--- src/rtl/gpio_edge_pkg.sv ---
package gpio_edge_pkg;
    localparam int PIN_COUNT   = 28;
    localparam int DIRECT_IRQS = 11;
    localparam int SHARED_IRQS = PIN_COUNT - DIRECT_IRQS;
    localparam int WORD_AW     = 3;

    typedef logic [PIN_COUNT-1:0] pin_vec_t;

    typedef enum logic [WORD_AW-1:0] {
        SEL_LEVEL = 3'd0,
        SEL_DIR   = 3'd1,
        SEL_SET   = 3'd2,
        SEL_CLR   = 3'd3,
        SEL_RISE  = 3'd4,
        SEL_FALL  = 3'd5,
        SEL_STAT  = 3'd6,
        SEL_ALT   = 3'd7
    } reg_sel_e;

    typedef struct packed {
        pin_vec_t dir;
        pin_vec_t latch;
        pin_vec_t rise_en;
        pin_vec_t fall_en;
        pin_vec_t alt;
    } ctrl_regs_t;

    typedef struct packed {
        pin_vec_t rise;
        pin_vec_t fall;
    } edge_evt_t;

    function automatic pin_vec_t write_mask(input logic we, input reg_sel_e sel,
                                            input reg_sel_e target, input pin_vec_t data);
        return (we && sel == target) ? data : '0;
    endfunction
endpackage

--- src/rtl/gpio_in_sync.sv ---
module gpio_in_sync
    import gpio_edge_pkg::*;
(
    input  logic      clk,
    input  logic      rst,
    input  pin_vec_t  pins_async,
    output pin_vec_t  level,
    output edge_evt_t edges
);
    pin_vec_t meta_q, sync_q, prev_q;

    always_ff @(posedge clk) begin
        if (rst) begin
            meta_q <= '0;
            sync_q <= '0;
            prev_q <= '0;
        end else begin
            meta_q <= pins_async;
            sync_q <= meta_q;
            prev_q <= sync_q;
        end
    end

    always_comb begin
        level      = sync_q;
        edges.rise = sync_q & ~prev_q;
        edges.fall = ~sync_q & prev_q;
    end
endmodule

--- src/rtl/gpio_ctrl_regs.sv ---
module gpio_ctrl_regs
    import gpio_edge_pkg::*;
(
    input  logic       clk,
    input  logic       rst,
    input  logic       we,
    input  reg_sel_e   sel,
    input  pin_vec_t   wdata,
    output ctrl_regs_t regs
);
    ctrl_regs_t regs_q;
    pin_vec_t   set_mask, clr_mask;

    assign set_mask = write_mask(we, sel, SEL_SET, wdata);
    assign clr_mask = write_mask(we, sel, SEL_CLR, wdata);

    always_ff @(posedge clk) begin
        if (rst) begin
            regs_q <= '0;
        end else begin
            regs_q.latch <= (regs_q.latch | set_mask) & ~clr_mask;
            if (we) begin
                case (sel)
                    SEL_DIR:  regs_q.dir     <= wdata;
                    SEL_RISE: regs_q.rise_en <= wdata;
                    SEL_FALL: regs_q.fall_en <= wdata;
                    SEL_ALT:  regs_q.alt     <= wdata;
                    default:  ;
                endcase
            end
        end
    end

    assign regs = regs_q;


    set_apply_chk: assert property (@(posedge clk) disable iff (rst)
        1'b1 |=> ((regs_q.latch & $past(set_mask)) == $past(set_mask)));


    clr_apply_chk: assert property (@(posedge clk) disable iff (rst)
        1'b1 |=> ((regs_q.latch & $past(clr_mask)) == '0));


    dir_hold_chk: assert property (@(posedge clk) disable iff (rst)
        !(we && sel == SEL_DIR) |=> $stable(regs_q.dir));
endmodule

--- src/rtl/gpio_edge_status.sv ---
module gpio_edge_status
    import gpio_edge_pkg::*;
(
    input  logic      clk,
    input  logic      rst,
    input  edge_evt_t edges,
    input  pin_vec_t  rise_en,
    input  pin_vec_t  fall_en,
    input  pin_vec_t  clr_mask,
    output pin_vec_t  status
);
    pin_vec_t status_q, hit;

    assign hit = (edges.rise & rise_en) | (edges.fall & fall_en);

    always_ff @(posedge clk) begin
        if (rst) status_q <= '0;
        else     status_q <= (status_q & ~clr_mask) | hit;
    end

    assign status = status_q;


    edge_capture_chk: assert property (@(posedge clk) disable iff (rst)
        1'b1 |=> ((status_q & $past(hit)) == $past(hit)));


    sticky_hold_chk: assert property (@(posedge clk) disable iff (rst)
        1'b1 |=> ((status_q & $past(status_q & ~clr_mask)) == $past(status_q & ~clr_mask)));


    no_spurious_set_chk: assert property (@(posedge clk) disable iff (rst)
        1'b1 |=> ((status_q & ~$past(status_q) & ~$past(hit)) == '0));
endmodule

--- src/rtl/gpio_irq_map.sv ---
module gpio_irq_map
    import gpio_edge_pkg::*;
(
    input  pin_vec_t               status,
    output logic [DIRECT_IRQS-1:0] irq_direct,
    output logic                   irq_shared
);
    for (genvar i = 0; i < DIRECT_IRQS; i++) begin : g_direct
        assign irq_direct[i] = status[i];
    end

    assign irq_shared = |status[PIN_COUNT-1:DIRECT_IRQS];
endmodule

--- src/rtl/gpio_edge_ctrl.sv ---
module gpio_edge_ctrl
    import gpio_edge_pkg::*;
(
    input  logic                   clk,
    input  logic                   rst,
    input  logic [WORD_AW-1:0]     bus_addr,
    input  logic                   bus_we,
    input  logic [PIN_COUNT-1:0]   bus_wdata,
    output logic [PIN_COUNT-1:0]   bus_rdata,
    input  logic [PIN_COUNT-1:0]   pin_in,
    output logic [PIN_COUNT-1:0]   pin_out,
    output logic [PIN_COUNT-1:0]   pin_oe,
    output logic [PIN_COUNT-1:0]   altfn,
    output logic [DIRECT_IRQS-1:0] irq_lo,
    output logic                   irq_hi
);
    reg_sel_e   sel;
    pin_vec_t   level, status, stat_clr;
    edge_evt_t  edges;
    ctrl_regs_t regs;

    assign sel      = reg_sel_e'(bus_addr);
    assign stat_clr = write_mask(bus_we, sel, SEL_STAT, bus_wdata);

    gpio_in_sync u_sync (
        .clk(clk), .rst(rst), .pins_async(pin_in), .level(level), .edges(edges)
    );

    gpio_ctrl_regs u_regs (
        .clk(clk), .rst(rst), .we(bus_we), .sel(sel), .wdata(bus_wdata), .regs(regs)
    );

    gpio_edge_status u_stat (
        .clk(clk), .rst(rst), .edges(edges), .rise_en(regs.rise_en),
        .fall_en(regs.fall_en), .clr_mask(stat_clr), .status(status)
    );

    gpio_irq_map u_irq (
        .status(status), .irq_direct(irq_lo), .irq_shared(irq_hi)
    );

    always_comb begin
        case (sel)
            SEL_LEVEL:        bus_rdata = level;
            SEL_DIR:          bus_rdata = regs.dir;
            SEL_SET, SEL_CLR: bus_rdata = regs.latch;
            SEL_RISE:         bus_rdata = regs.rise_en;
            SEL_FALL:         bus_rdata = regs.fall_en;
            SEL_STAT:         bus_rdata = status;
            default:          bus_rdata = regs.alt;
        endcase
    end

    assign pin_out = regs.latch;
    assign pin_oe  = regs.dir;
    assign altfn   = regs.alt;


    shared_irq_src_chk: assert property (@(posedge clk) disable iff (rst)
        $rose(irq_hi) |-> ($past(edges.rise | edges.fall) != '0));
endmodule

--- config.mk ---
export PLATFORM = sky130hd
export DESIGN_NAME = gpio_edge_ctrl
export DESIGN_NICKNAME = d
export VERILOG_FILES = /design/src/rtl/gpio_edge_pkg.sv /design/src/rtl/gpio_in_sync.sv /design/src/rtl/gpio_ctrl_regs.sv /design/src/rtl/gpio_edge_status.sv /design/src/rtl/gpio_irq_map.sv /design/src/rtl/gpio_edge_ctrl.sv
export SDC_FILE = /design/constraint.sdc
export NUM_CORES = 1
export LEC_CHECK = 0
export BUFFER_PORTS_ARGS = -buffer_cell sky130_fd_sc_hd__clkbuf_2
export CORE_ASPECT_RATIO = 1.2
export CORE_MARGIN = 4
export CORE_UTILIZATION = 60
export CTS_CLUSTER_SIZE = 12
export DETAILED_ROUTE_END_ITERATION = 6
export GPL_TIMING_DRIVEN = 0
export PLACE_DENSITY = 0.87
export REMOVE_ABC_BUFFERS = 1
export SETUP_SLACK_MARGIN = 0.2
export SYNTH_ARGS = -nofsm -noshare
export SYNTH_HDL_FRONTEND = slang
export SYNTH_SLANG_ARGS = --single-unit
--- constraint.sdc ---
create_clock -name clk -period 5.3 [get_ports clk]
set_input_delay 1.59 -clock clk [delete_from_list [all_inputs] [get_ports clk]]
set_output_delay 1.59 -clock clk [all_outputs]
set_load 0.01 [all_outputs]
==> load_flow_metrics.sql <==
INSERT INTO impl_metrics (metric_group, metric, value, unit) VALUES
('global_route', 'global_route.usage.total', '0.2835', ''),
('critical_path', 'req_time_crit_path', '3.71', 'ns'),
('yosys', 'synth_edf_count', '0', ''),
('floorplanning', 'die_width', '130.8', 'µm'),
('detailed_routing', 'number_of_vias_per_cell_after_detailed_routing', '5.969', ''),
('layout', 'nFillCells', '1422', ''),
('yosys', 'avgSynthCellArea', '8.384', 'µm²'),
('power_and_ir_drop', 'cellPowerDensity', '334.1', 'nW/µm²'),
('global_route', 'antenna_violations_before_repair', '0', ''),
('layout', 'layout-drive-gt1-share', '0.2055', ''),
('global_route', 'grt_start_max_net_pins', '145', ''),
('yosys', 'post-synth-top-area-cell', 'dfxtp_1', ''),
('clock_network', 'clk_transition_reported_paths', '0.06', 'ns'),
('detailed_routing', 'top_layer', 'met4', ''),
('detailed_routing', 'route.met2.wl', '14510', 'µm'),
('detailed_routing', 'wl_met3', '2959', 'µm'),
('clock_network', 'cts_sinks', '252', ''),
('layout', 'fin_cells', '1573', ''),
('layout', 'sequential_cell_area', '5045', 'µm²'),
('clock_network', 'worstSkewPairLatency', '0.52', 'ns'),
('place', 'routability_congestion_estimate_from_global_placement', '0.8133', ''),
('yosys', 'post_synth_instance_area', '10860', 'µm²'),
('yosys', 'postSynth.asyncResetShare', '0', ''),
('sta', 'rsz0062_at_grt', 'false', ''),
('sta', 'timing.final.hold_violations', '0', ''),
('sta', 'slew_violations', '0', ''),
('critical_path', 'endpoint_kind', 'output pin', ''),
('sta', 'post-route-min-period', '5.040', 'ns'),
('floorplanning', 'std_cell_rows', '53', ''),
('detailed_routing', 'via_count_of_the_routed_design', '9390', ''),
('critical_path', 'setup.worst_path.start_class', 'input port', ''),
('yosys', 'synth_flop_cell', 'dfxtp_1', ''),
('sta', 'finClkSkew', '0.007368', 'ns'),
('power_and_ir_drop', 'total_leakage_power', '4.551', 'nW'),
('floorplanning', 'start_util', '0.6155', ''),
('sta', 'max_clock_freq', '198.4', 'MHz'),
('power_and_ir_drop', 'power.ir.vdd_worst', '0.2679', 'mV'),
('sta', 'finalSetupTns', '0', 'ns'),
('critical_path', 'critical_path_class', 'in -> out', ''),
('floorplanning', 'total_die_area', '20320', 'µm²'),
('yosys', 'synthDistinctLibCells', '39', ''),
('detailed_routing', 'drt_iter0_markers', '953', ''),
('clock_network', 'clock_tree.root_cell', 'clkbuf_16', ''),
('clock_network', 'cts.path.max_buffers', '3', ''),
('floorplanning', 'floorplan.die.height', '155.4', 'µm'),
('status', 'outcome', 'completed', ''),
('clock_network', 'clock_tree.htree_level_count', '1', ''),
('yosys', 'yosys_register_bits', '252', ''),
('global_route', 'grt_overflow_total', '0', ''),
('place', 'hpwl', '17770', 'µm'),
('global_route', 'grt_pass1_vias', '8969', ''),
('sta', 'timing.final.setup_violations', '0', ''),
('detailed_routing', 'post-route-drc-count', '0', ''),
('clock_network', 'cts_tree', 'yes', ''),
('clock_network', 'numCtsBuffers', '26', ''),
('yosys', 'synthesis.instances', '1295', ''),
('sta', 'post-route-period-util', '0.9509', ''),
('yosys', 'yosysSeqAreaShare', '0.4647', ''),
('detailed_routing', 'drtAntennaViolNets', '0', ''),
('global_route', 'grt_first_pass_wirelength', '46330', 'µm'),
('layout', 'fin_nets', '1404', ''),
('floorplanning', 'fp.coreArea', '17640', 'µm²'),
('layout', 'final_area', '11980', 'µm²'),
('yosys', 'netlist_top_cells_area', 'dfxtp_1 46%, nand2_1 10%, a21oi_1 8.9%', ''),
('layout', 'area_growth_from_synthesis_to_final_layout', '10.38', '%'),
('place', 'dp_slack', '-0.9336', 'ns'),
('place', 'portBuffers', '185', ''),
('floorplanning', 'io_pins', '186', ''),
('detailed_routing', 'routed_wire_length_per_instance', '19.03', 'µm'),
('clock_network', 'cts.hold.buffers_added', '0', ''),
('yosys', 'number_of_synthesis_warnings', '0', '');
[area by class of cell]
type / instances / area share
Sequential cell: 252 / 0.4210
Multi-Input combinational cell: 865 / 0.3953
Timing Repair Buffer: 195 / 0.09470
Clock buffer: 35 / 0.06139
Tap cell: 220 / 0.02297
Clock inverter: 4 / 0.003759
Inverter: 2 / 0.0009397
[sequential cells by signal, indices dropped and copies added, names as in the netlist]
name / flops
u_regs.regs: 140
u_stat.status: 28
u_sync.level: 28
u_sync.meta_q: 28
u_sync.prev_q: 28
[per-layer routing]
layer	track usage	vias to the layer above
met1	0.3567	4373
met3	0.05563	85
li1	-	4396
met5	0	-
met2	0.4748	536
met4	0.1127	0
[power by group]
part,switching [mW],internal [mW]
registers,0.0319,1.94
logic,0.213,0.116
clock network,0.694,1.00
[cells in the mapped netlist (12+ instances only)]
library cell,n
a211o_1,12
a211oi_2,20
a21oi_1,192
a31oi_1,13
buf_2,33
buf_4,99
clkbuf_1,37
dfxtp_1,252
mux2i_1,21
nand2_1,296
nand3b_1,28
nor2_1,72
nor2b_1,87
o21ai_0,31
o221ai_1,23
[timing repair]
action                                  4_1_cts  5_1_grt
setup buffers                                 3        1
endpoints found under the setup margin       28        2
gates resized for setup                      13        1
pin swaps                                     0        1
[through the flow]
| step | hold WS, ns | util |
|---|---|---|
| floorplan | 0.4138 | - |
| detailed placement | 0.4223 | 0.6295 |
| finish | 0.4341 | 0.6794 |
| global placement | 0.4157 | 0.6202 |
| global route | 0.4539 | 0.6794 |
| CTS | 0.4348 | 0.6780 |
[placed cells by master (no fill, tap or decap), drive strengths merged, types with 2 or more instances in the layout]
cell,count
nand2,297
dfxtp,252
a32oi,8
nand3b,28
nor2b,87
or2,3
nor3,2
clkbuf,220
nor4,3
o221ai,23
a31oi,13
nand3,3
mux2,9
a22oi,4
o21ai,31
a211o,12
nor2,78
a211oi,28
o21a,6
buf,10
a221oi,9
mux2i,21
clkinv,3
nand2b,4
nand4,2
a21oi,192
[path summary, 6_finish.rpt]
kind                                     start                          end  slack, ns  depth (start not counted)
setup / recovery                   bus_addr[2]                bus_rdata[21]       0.26                          6
hold / removal    u_sync.meta_q[13]$_SDFF_PP0_  u_sync.level[13]$_SDFF_PP0_       0.43                          1
setup reg to reg    u_sync.level[2]$_SDFF_PP0_  u_stat.status[2]$_SDFF_PP0_       4.36                          4
hold reg to reg   u_sync.meta_q[13]$_SDFF_PP0_  u_sync.level[13]$_SDFF_PP0_       0.43                          1
[worst max-delay path: stages]
cell and delay [ns]:
clkbuf_8 0.49, nand2b_2 0.50, o221ai_1 0.32, o221ai_1 0.21
o21a_1 0.15, clkbuf_2 0.12
[cells by family after synthesis]
family                 count (synthesis)  synth area share
DFF                                  252            0.4647
buffers and inverters                178            0.1037
muxes                                 30           0.02870
and+or+nand+nor                      509            0.2152
AOI/OAI and AO/OA                    326            0.1877
No activity file was read; power rests on OpenSTA's default activity.
